## src/rtl/sread_pkg.sv

```systemverilog
package sread_pkg;

   typedef enum logic {
      FETCH_IDLE = 1'b0,
      FETCH_RUN  = 1'b1
   } fetch_state_e;

   function automatic int unsigned cnt_width(input int unsigned n);
      return (n < 2) ? 1 : $clog2(n);
   endfunction

endpackage

```

## src/rtl/sread_addr_map.sv

```systemverilog
module sread_addr_map #(
   parameter int unsigned CYL_W     = 8,
   parameter int unsigned HEAD_W    = 1,
   parameter int unsigned SEC_W     = 2,
   parameter int unsigned SLOT_LOG2 = 9,
   parameter int unsigned ADDR_W    = 24
) (
   input  logic [CYL_W-1:0]  cyl,
   input  logic [HEAD_W-1:0] head,
   input  logic [SEC_W-1:0]  sect,
   output logic [ADDR_W-1:0] base
);
   localparam int unsigned MAP_W = CYL_W + HEAD_W + SEC_W + SLOT_LOG2;

   generate
      if (MAP_W > ADDR_W) begin : g_bad_width
         $error("sread_addr_map: slot fields exceed ADDR_W");
      end
      if (MAP_W < ADDR_W) begin : g_padded
         assign base = {{(ADDR_W - MAP_W){1'b0}}, cyl, head, sect, {SLOT_LOG2{1'b0}}};
      end else begin : g_exact
         assign base = {cyl, head, sect, {SLOT_LOG2{1'b0}}};
      end
   endgenerate

endmodule

```

## src/rtl/sread_fetch.sv

```systemverilog
module sread_fetch
   import sread_pkg::*;
#(
   parameter int unsigned ADDR_W = 24,
   parameter int unsigned WORD_W = 16,
   parameter int unsigned WORDS  = 321
) (
   input  logic              clk,
   input  logic              rst,
   input  logic              start,
   input  logic [ADDR_W-1:0] base_in,
   input  logic              take,
   input  logic              finish,
   input  logic              rd_ack,
   input  logic [WORD_W-1:0] rd_data,
   output logic              busy,
   output logic              rd_req,
   output logic [ADDR_W-1:0] rd_addr,
   output logic              buf_valid,
   output logic [WORD_W-1:0] buf_data
);
   localparam int unsigned CNT_W = cnt_width(WORDS + 1);
   localparam logic [CNT_W-1:0] LAST_CNT = CNT_W'(WORDS);

   fetch_state_e      state;
   logic [ADDR_W-1:0] base_q;
   logic [CNT_W-1:0]  issued;

   assign busy = (state == FETCH_RUN);

   always_ff @(posedge clk) begin
      if (rst) begin
         state     <= FETCH_IDLE;
         base_q    <= '0;
         issued    <= '0;
         rd_req    <= 1'b0;
         rd_addr   <= '0;
         buf_valid <= 1'b0;
         buf_data  <= '0;
      end else begin
         case (state)
            FETCH_IDLE: begin
               if (start) begin
                  state     <= FETCH_RUN;
                  base_q    <= base_in;
                  issued    <= '0;
                  buf_valid <= 1'b0;
               end
            end
            FETCH_RUN: begin
               if (rd_req && rd_ack) begin
                  rd_req    <= 1'b0;
                  buf_data  <= rd_data;
                  buf_valid <= 1'b1;
                  issued    <= issued + 1'b1;
               end else if (!rd_req && !buf_valid && issued != LAST_CNT) begin
                  rd_req  <= 1'b1;
                  rd_addr <= base_q + ADDR_W'(issued);
               end
               if (take) begin
                  buf_valid <= 1'b0;
               end
               if (finish) begin
                  state <= FETCH_IDLE;
               end
            end
            default: state <= FETCH_IDLE;
         endcase
      end
   end

   AST_REQ_HOLD: assert property (@(posedge clk) disable iff (rst)
      (rd_req && !rd_ack) |=> (rd_req && $stable(rd_addr)));

   AST_ADDR_WINDOW: assert property (@(posedge clk) disable iff (rst)
      rd_req |-> ((rd_addr >= base_q) && ((rd_addr - base_q) < ADDR_W'(WORDS))));

   AST_BASE_LOCK: assert property (@(posedge clk) disable iff (rst)
      (busy && $past(busy)) |-> $stable(base_q));

   AST_IDLE_NO_REQ: assert property (@(posedge clk) disable iff (rst)
      !busy |-> !rd_req);

endmodule

```

## src/rtl/sread_serial.sv

```systemverilog
module sread_serial
   import sread_pkg::*;
#(
   parameter int unsigned WORD_W   = 16,
   parameter int unsigned WORDS    = 321,
   parameter int unsigned CELL_CYC = 8,
   parameter int unsigned CLK_W    = 2,
   parameter int unsigned DAT_OFF  = 4,
   parameter int unsigned DAT_W    = 2
) (
   input  logic              clk,
   input  logic              rst,
   input  logic              busy,
   input  logic              buf_valid,
   input  logic [WORD_W-1:0] buf_data,
   output logic              take,
   output logic              finish,
   output logic              done,
   output logic              clk_pulse,
   output logic              data_pulse
);
   localparam int unsigned CELL_W = cnt_width(CELL_CYC);
   localparam int unsigned BIT_W  = cnt_width(WORD_W);
   localparam int unsigned CNT_W  = cnt_width(WORDS + 1);
   localparam logic [CELL_W-1:0] CELL_LAST = CELL_W'(CELL_CYC - 1);
   localparam logic [CELL_W-1:0] CLK_LAST  = CELL_W'(CLK_W - 1);
   localparam logic [CELL_W-1:0] DAT_FIRST = CELL_W'(DAT_OFF);
   localparam logic [CELL_W-1:0] DAT_LAST  = CELL_W'(DAT_OFF + DAT_W - 1);
   localparam logic [BIT_W-1:0]  BIT_LAST  = BIT_W'(WORD_W - 1);
   localparam logic [CNT_W-1:0]  WORD_CNT  = CNT_W'(WORDS);

   generate
      if (CELL_CYC < 2) begin : g_chk_cell
         $error("sread_serial: CELL_CYC must be at least 2");
      end
      if (CLK_W < 1 || DAT_W < 1) begin : g_chk_width
         $error("sread_serial: pulse widths must be at least 1");
      end
      if (DAT_OFF < CLK_W) begin : g_chk_overlap
         $error("sread_serial: data pulse must start after the clock pulse");
      end
      if (DAT_OFF + DAT_W > CELL_CYC) begin : g_chk_fit
         $error("sread_serial: data pulse must end inside the cell");
      end
   endgenerate

   logic [WORD_W-1:0] shreg;
   logic [CELL_W-1:0] cell_cnt;
   logic [BIT_W-1:0]  bit_cnt;
   logic [CNT_W-1:0]  sent;
   logic              loaded;
   logic              cell_end;
   logic              word_end;

   assign cell_end = (cell_cnt == CELL_LAST);
   assign word_end = loaded && cell_end && (bit_cnt == BIT_LAST);
   assign finish   = word_end && (sent == WORD_CNT);
   assign take     = busy && buf_valid && (sent != WORD_CNT) && (!loaded || word_end);

   assign clk_pulse  = loaded && (cell_cnt <= CLK_LAST);
   assign data_pulse = loaded && shreg[WORD_W-1] &&
                       (cell_cnt >= DAT_FIRST) && (cell_cnt <= DAT_LAST);

   always_ff @(posedge clk) begin
      if (rst) begin
         shreg    <= '0;
         cell_cnt <= '0;
         bit_cnt  <= '0;
         sent     <= '0;
         loaded   <= 1'b0;
         done     <= 1'b0;
      end else begin
         done <= finish;
         if (take) begin
            shreg    <= buf_data;
            loaded   <= 1'b1;
            cell_cnt <= '0;
            bit_cnt  <= '0;
            sent     <= sent + 1'b1;
         end else if (word_end) begin
            loaded   <= 1'b0;
            cell_cnt <= '0;
            bit_cnt  <= '0;
            if (finish) begin
               sent <= '0;
            end
         end else if (loaded) begin
            if (cell_end) begin
               cell_cnt <= '0;
               bit_cnt  <= bit_cnt + 1'b1;
               shreg    <= {shreg[WORD_W-2:0], 1'b0};
            end else begin
               cell_cnt <= cell_cnt + 1'b1;
            end
         end
      end
   end

   AST_PULSE_EXCL: assert property (@(posedge clk) disable iff (rst)
      !(clk_pulse && data_pulse));

   AST_CELL_CHAIN: assert property (@(posedge clk) disable iff (rst)
      (loaded && cell_end && !word_end) |=> clk_pulse);

   AST_DONE_SINGLE: assert property (@(posedge clk) disable iff (rst)
      done |=> !done);

   AST_IDLE_QUIET: assert property (@(posedge clk) disable iff (rst)
      !busy |-> (!clk_pulse && !data_pulse));

endmodule

```

## src/rtl/sector_read_streamer.sv

```systemverilog
module sector_read_streamer #(
   parameter int unsigned WORD_W    = 16,
   parameter int unsigned WORDS     = 321,
   parameter int unsigned ADDR_W    = 24,
   parameter int unsigned CYL_W     = 8,
   parameter int unsigned HEAD_W    = 1,
   parameter int unsigned SEC_W     = 2,
   parameter int unsigned SLOT_LOG2 = 9,
   parameter int unsigned CELL_CYC  = 8,
   parameter int unsigned CLK_W     = 2,
   parameter int unsigned DAT_OFF   = 4,
   parameter int unsigned DAT_W     = 2
) (
   input  logic              clk,
   input  logic              rst,
   input  logic              xfer_start,
   input  logic [CYL_W-1:0]  cyl_in,
   input  logic [HEAD_W-1:0] head_in,
   input  logic [SEC_W-1:0]  sect_in,
   output logic              busy,
   output logic              done,
   output logic              rd_req,
   output logic [ADDR_W-1:0] rd_addr,
   input  logic              rd_ack,
   input  logic [WORD_W-1:0] rd_data,
   output logic              clk_pulse,
   output logic              data_pulse
);
   generate
      if (WORDS > (1 << SLOT_LOG2)) begin : g_chk_slot
         $error("sector_read_streamer: sector does not fit its slot");
      end
      if (WORD_W < 2) begin : g_chk_word
         $error("sector_read_streamer: WORD_W must be at least 2");
      end
   endgenerate

   logic [ADDR_W-1:0] base;
   logic              take;
   logic              finish;
   logic              buf_valid;
   logic [WORD_W-1:0] buf_data;

   sread_addr_map #(
      .CYL_W(CYL_W), .HEAD_W(HEAD_W), .SEC_W(SEC_W),
      .SLOT_LOG2(SLOT_LOG2), .ADDR_W(ADDR_W)
   ) i_map (
      .cyl(cyl_in), .head(head_in), .sect(sect_in), .base(base)
   );

   sread_fetch #(
      .ADDR_W(ADDR_W), .WORD_W(WORD_W), .WORDS(WORDS)
   ) i_fetch (
      .clk(clk), .rst(rst), .start(xfer_start), .base_in(base),
      .take(take), .finish(finish), .rd_ack(rd_ack), .rd_data(rd_data),
      .busy(busy), .rd_req(rd_req), .rd_addr(rd_addr),
      .buf_valid(buf_valid), .buf_data(buf_data)
   );

   sread_serial #(
      .WORD_W(WORD_W), .WORDS(WORDS), .CELL_CYC(CELL_CYC),
      .CLK_W(CLK_W), .DAT_OFF(DAT_OFF), .DAT_W(DAT_W)
   ) i_serial (
      .clk(clk), .rst(rst), .busy(busy), .buf_valid(buf_valid),
      .buf_data(buf_data), .take(take), .finish(finish), .done(done),
      .clk_pulse(clk_pulse), .data_pulse(data_pulse)
   );

   AST_DONE_IDLE: assert property (@(posedge clk) disable iff (rst)
      done |-> !busy);

   AST_START_QUIET: assert property (@(posedge clk) disable iff (rst)
      (xfer_start && !busy) |=> (busy && !clk_pulse));

endmodule

```

## config.mk

```make
export PLATFORM = sky130hd
export DESIGN_NAME = sector_read_streamer
export DESIGN_NICKNAME = d
export VERILOG_FILES = /design/src/rtl/sread_pkg.sv /design/src/rtl/sread_addr_map.sv /design/src/rtl/sread_fetch.sv /design/src/rtl/sread_serial.sv /design/src/rtl/sector_read_streamer.sv
export SDC_FILE = /design/constraint.sdc
export NUM_CORES = 1
export LEC_CHECK = 0
export BUFFER_PORTS_ARGS = -buffer_cell sky130_fd_sc_hd__buf_2
export CAP_MARGIN = 40
export CORE_MARGIN = 4
export CORE_UTILIZATION = 50
export CTS_BUF_LIST = sky130_fd_sc_hd__clkbuf_8 sky130_fd_sc_hd__clkbuf_16
export DETAILED_ROUTE_END_ITERATION = 10
export GPL_ROUTABILITY_DRIVEN = 0
export PLACE_DENSITY_LB_ADDON = 0.2
export SYNTH_ARGS = -nofsm -noshare
export SYNTH_HDL_FRONTEND = slang
export SYNTH_SLANG_ARGS = --single-unit
```

## constraint.sdc

```tcl
create_clock -name clk -period 2.3 [get_ports clk]
set_input_delay 0.46 -clock clk [delete_from_list [all_inputs] [get_ports clk]]
set_output_delay 0.46 -clock clk [all_outputs]
set_load 0.01 [all_outputs]
```

==> results.cfg, run 1 <==
[run_status]
status = finished clean

[clock_network]
cts_root_buf = clkbuf_8
clock_latency_ps = 360
clk_pin_slew_worst_paths_ps = 110
cts_buffer_depth = 2
numCtsBuffers = 9
numClockSinks = 93
h-tree-depth = 3
cts_hold_buf = 0
cts_setup_buffers = 0
cts_tree = done

[cells_and_area]
finalCoreUtilization_pct = 59.2
multi_input_area_um2 = 1990
diodes = 0
nets = 576
seq_area_um2 = 1860
syn_to_final_growth_pct = 14.4
drive_gt1_share_pct = 18.5
fin_area_um2 = 4620
fillers = 738

[worst_setup_path]
critPathMaxStageDelay_ps = 480
crit_path_start_kind = flip-flop
crit_chain = ha_1, ha_1, and2_1, nand2_1, a31oi_1, o22ai_1
cpMaxStageDelayCell = a31oi_1
r2r_slack_ps = 260
arrival_ps = 2250
path_class = reg2reg
cp_common_cell = ha_1
cp_max_fo = 6
crit_end = i_serial.sent[1]
r2r_start = i_serial.cell_cnt[0]
r2r_end = i_serial.sent[1]
worstSetupEndpointType = flip-flop
crit_start = i_serial.cell_cnt[0]
cp_data_required_time_ps = 2520
r2r_cells = 6

[hold_path]
hp-class = in2reg
holdPathStages = 3

[sta]
hold_ws_ps = 323
slew_violations = 0
setup_tns_ps = 0
tightest_slew_ps = 682
relSlewSlack_pct = 54.5
skew_ps = 11.5
period_needed_ps = 2040
fmax_mhz = 491
hold_viol = 0
finalCritPeriodShare_pct = 88.5
rsz0062_at_grt = false
report.final.setup_viol = 0

[grt]
grt_usage_pct = 19.4
grt_pass1_vias = 3293
grt_max_degree = 68
grt_pass1_wl_mm = 15.8
antenna_found_initial = 0
grt_overflow = 0

[synth]
ys_seq_area_share_pct = 46.1
yosysWarnings = 0
synth_top_area_share_pct = 46.1
synth.area.top_cells = dfxtp_1 (46%), nand2_1 (11%), a21oi_1 (9.3%)
synthFlopType = dfxtp_1
synthArstFlopShare_pct = 0
yosysMostFrequentCell = nand2_1
synth-edff-count = 0
ys_seq_elements = 93
synthTopCellsByCount = nand2_1 (119), dfxtp_1 (93), a21oi_1 (75), nor2_1 (25), clkbuf_1 (22)
syn_area_per_cell_um2 = 8.25
yosys.area.top_type = dfxtp_1
synth_cell_types = 53
synthesis.area_um2 = 4040
synthCells = 490

[route]
post_drt_wl_per_cell_um = 14.3
drc = 0
top_layer_used = met4
ant_nets = 0
drt_iter0_drc = 158
vias = 3512
drt-total-wl_mm = 9.21
wl_met1_mm = 4.23
firstDrtPassIters = 4
post_drt_via_cell_ratio = 5.45
route.met2.wl_mm = 4.41
met3WireLength_um = 444

[die]
rows = 32
die_w_um = 97.9
io_pins = 60
die_area_um2 = 9590
die_h_um = 97.9
initial_core_util_pct = 51.8
core_region_area_um2 = 7810

[placed_design]
numPortBuffers = 55
dpl_cell_area_um2 = 4410
dp_hpwl_mm = 6.42

[power]
pwr_density_cell_nw_per_um2 = 648
vdd_ir_drop_max_v = 0.000427
total_power_mw = 2.99
p_leak_nw = 1.84

[run]
max_cap_violations = 0
[stage by stage]
step	std cells	setup slack, ps
after floorplan	493	381
after global placement	628	285
after detailed placement	628	176
after CTS	644	140
after global routing	644	94.0
final	644	264
[layer usage]
layer / vias up / GRT usage (%)
li1: 1787 / -
met1: 1624 / 26.4
met2: 86 / 31.8
met3: 15 / 3.07
met4: 0 / 6.07
met5: - / 0
[worst min-delay path by stage]
stage / slack [ps] / to / from
floorplan: 430 / i_fetch.buf_data[0] / i_fetch.buf_data[0]
global placement: 440 / i_fetch.rd_addr[19] / i_fetch.base_q[19]
detailed placement: 440 / i_fetch.rd_addr[6] / i_fetch.rd_addr[6]
CTS: 310 / i_fetch.base_q[12] / cyl_in[0]
global route: 320 / i_fetch.base_q[18] / cyl_in[6]
finish: 320 / i_fetch.base_q[12] / cyl_in[0]
[cell usage in the layout (no fill, tap or decap), types with 5 or more instances in the layout]
master | Yosys | routed
a21oi_1 | 75 | 74
a22oi_1 | 16 | 16
and3_1 | 5 | 5
buf_2 | 4 | 55
buf_4 | 6 | 16
clkbuf_8 | 0 | 9
dfxtp_1 | 93 | 93
ha_1 | 8 | 8
inv_1 | 10 | 10
nand2_1 | 119 | 119
nand3_1 | 10 | 10
nor2_1 | 25 | 25
nor3_1 | 6 | 6
o21ai_0 | 5 | 5
o2bb2ai_1 | 15 | 15
[where the power goes]
part / switching, mW / internal (mW) / leakage, nW
clock network: 0.624 / 0.527 / 0.108
registers: 0.0208 / 1.64 / 0.752
logic: 0.114 / 0.0699 / 0.980
total: 0.759 / 2.23 / 1.84
[cell families (layout without fill, tap and decap cells)]
kind of cell / after synthesis / after routing / synth area share (%)
compound gates: 137 / 137 / 21.6
xor+xnor: 5 / 5 / 1.08
fa+ha+maj: 8 / 8 / 2.48
buf+inv: 48 / 97 / 5.14
flops: 93 / 93 / 46.1
mux: 7 / 7 / 1.86
other cells: 1 / 4 / 0.0928
simple gates: 191 / 191 / 21.7
[timing repair]
action	4_1_cts	5_1_grt
endpoints found under the setup margin	0	12
hold endpoints to repair	0	0
gates resized for setup	0	1
[layout make-up]
cell class	instances	share of cell area [%]
clock buffer	9	2.68
clock inverter	7	1.95
inverter	10	0.812
multi-input combinational	352	43.0
sequential	93	40.3
tap	102	2.76
timing repair buffer	71	8.55
[sequential cells by signal, indices dropped and copies added, names as in the netlist]
name / count
i_serial.cell_cnt: 3
i_fetch.rd_req: 1
i_fetch.buf_valid: 1
i_serial.shreg: 16
i_fetch.issued: 9
i_fetch.base_q: 11
i_serial.loaded: 1
i_fetch.rd_addr: 20
i_serial.sent: 9
i_serial.bit_cnt: 4
i_serial.done: 1
i_fetch.busy: 1
i_fetch.buf_data: 16
[worst max-delay path, delay by kind of cell, from the launching register on]
| kind | cells | cell delay, ps |
|---|---|---|
| flip-flops | 1 | 400 |
| adder cells (fa/ha/maj) | 2 | 410 |
| AND/OR/NAND/NOR | 2 | 440 |
| AO/OA/AOI/OAI | 2 | 640 |
(Power assumes the default switching activity.)
==> inputs of run 2 (changes only) <==
--- a/config.mk
+++ b/config.mk
@@ -8,7 +8,7 @@
 export BUFFER_PORTS_ARGS = -buffer_cell sky130_fd_sc_hd__buf_2
 export CAP_MARGIN = 40
 export CORE_MARGIN = 4
-export CORE_UTILIZATION = 50
+export CORE_UTILIZATION = 56
 export CTS_BUF_LIST = sky130_fd_sc_hd__clkbuf_8 sky130_fd_sc_hd__clkbuf_16
 export DETAILED_ROUTE_END_ITERATION = 10
 export GPL_ROUTABILITY_DRIVEN = 0
==> run 2 against run 1 <==
Via count hardly changed; final cell count is 1.2% lower; routed wire length is 5.1% lower; die area is 9.9% lower; flip-flop and latch count stayed put; clock skew is 3.0 ps lower; global-route usage is 2.1 points higher; combinational power hardly changed; largest cell class unchanged; highest routed layer unchanged.
==> results.cfg, run 2 (synthesis gave the netlist of run 1 again) <==
[run_status]
status = finished clean

[power]
pwr_density_cell_nw_per_um2 = 640
total_power_mw = 2.94
vdd_ir_drop_max_v = 0.000381
p_leak_nw = 1.83

[route]
ant_nets = 0
drt-total-wl_mm = 8.74
drt_iter0_drc = 203
vias = 3511
post_drt_wl_per_cell_um = 13.7
post_drt_via_cell_ratio = 5.52
top_layer_used = met4
firstDrtPassIters = 5
drc = 0
met3WireLength_um = 422
wl_met1_mm = 3.92
route.met2.wl_mm = 4.37

[clock_network]
h-tree-depth = 3
clock_latency_ps = 350
numClockSinks = 93
cts_resized = 0
cts_setup_buffers = 0
cts_tree = done
numCtsBuffers = 9
clk_pin_slew_worst_paths_ps = 90
cts_buffer_depth = 2
cts_root_buf = clkbuf_8
cts_hold_buf = 0

[placed_design]
dp_hpwl_mm = 6.12
numPortBuffers = 55
place_ws_ps = 258

[worst_setup_path]
cp_data_required_time_ps = 2580
r2r_start = i_serial.cell_cnt[0]
cp_max_fo = 6
r2r_slack_ps = 250
r2r_cells = 6
worstSetupEndpointType = flip-flop
arrival_ps = 2330
path_class = reg2reg
r2r_end = i_serial.sent[5]
crit_path_start_kind = flip-flop

[grt]
grt_pass1_wl_mm = 15.3
grt_usage_pct = 21.6
antenna_found_initial = 0
grt_max_degree = 68
grt_overflow = 0
grt_pass1_vias = 3327

[cells_and_area]
syn_to_final_growth_pct = 13.6
nets = 575
largest_reg_flops = 20
mostFrequentLayoutCells = nand2_1 (119), dfxtp_1 (93), a21oi_1 (75), buf_2 (55), nor2_1 (25)
final_common_cell = nand2_1
diodes = 0
drive_gt1_share_pct = 18.0
top_register = i_fetch.rd_addr
reg_top3 = i_fetch.rd_addr x20, i_fetch.buf_data x16, i_serial.shreg x16
fillers = 618

[die]
rows = 30
io_pins = 60
die_h_um = 93.0
die_w_um = 93.0
die_area_um2 = 8640
core_region_area_um2 = 6910
initial_core_util_pct = 58.5

[sta]
rsz0062_at_grt = false
period_needed_ps = 2050
fmax_mhz = 488
setup_slack_ps = 250
hold_viol = 0
relSlewSlack_pct = 53.7
skew_ps = 8.44
report.final.setup_viol = 0
tightest_slew_ps = 695
setup_tns_ps = 0
finalCritPeriodShare_pct = 89.1
slew_violations = 0

[run]
max_cap_violations = 0

[hold_path]
hold_start = cyl_in[0]
holdPathStages = 3
hp-class = in2reg
hold_path_end = i_fetch.base_q[12]
[run 2: cell count changes in the layout (fill, tap and decap cells not counted), sizes merged]
cell and change:
inv -3, clkbuf +1, clkinv +1, buf -1
[run 2: cell type report]
| class | instances | area (um^2) | area share [%] |
|---|---|---|---|
| Clock buffer | 10 | 138 | 3.00 |
| Sequential cell | 93 | 1860 | 40.6 |
| Tap cell | 96 | 120 | 2.62 |
| Inverter | 10 | 37.5 | 0.818 |
| Clock inverter | 5 | 61.3 | 1.34 |
| Multi-Input combinational cell | 352 | 1980 | 43.2 |
| Timing Repair Buffer | 70 | 388 | 8.45 |
[run 2: metal layers]
layer,vias to the layer above,GRT usage (%)
met5,-,0
met4,0,4.52
met3,2,4.55
met2,88,38.0
met1,1634,27.1
li1,1787,-
[run 2: worst max path at each step]
stage | startpoint | to | slack (ps) | depth (start not counted)
2_1_floorplan | i_serial.cell_cnt[0] | i_serial.sent[5] | 380 | 6
3_3_place_gp | i_serial.cell_cnt[0] | i_serial.sent[5] | 340 | 6
3_5_place_dp | i_serial.cell_cnt[0] | i_serial.sent[5] | 260 | 6
4_1_cts | i_serial.cell_cnt[0] | i_serial.sent[5] | 240 | 6
5_1_grt | i_serial.cell_cnt[0] | i_serial.sent[5] | 130 | 6
6_report | i_serial.cell_cnt[0] | i_serial.sent[5] | 250 | 6
[run 2: critical path: stages, from the launching register on]
cell and delay (ps):
dfxtp_1 420, ha_1 180, ha_1 240, nand4_4 130, a221o_1 400, or4_1 490
a21oi_1 140
[run 2: metrics by stage]
step | instances | area, um^2 | util (%) | hold slack [ps]
6_report | 636 | 4590 | 66.4 | 332
5_1_grt | 636 | 4590 | 66.4 | 327
4_1_cts | 636 | 4590 | 66.4 | 322
3_5_place_dp | 621 | 4390 | 63.6 | 444
3_3_place_gp | 621 | 4390 | 63.6 | 436
2_1_floorplan | 493 | 4050 | - | 432
[run 2: where the power goes]
group | internal [mW] | switching (mW) | leakage (nW)
Sequential | 1.64 | 0.0204 | 0.752
Combinational | 0.0690 | 0.115 | 0.975
Clock | 0.530 | 0.565 | 0.102
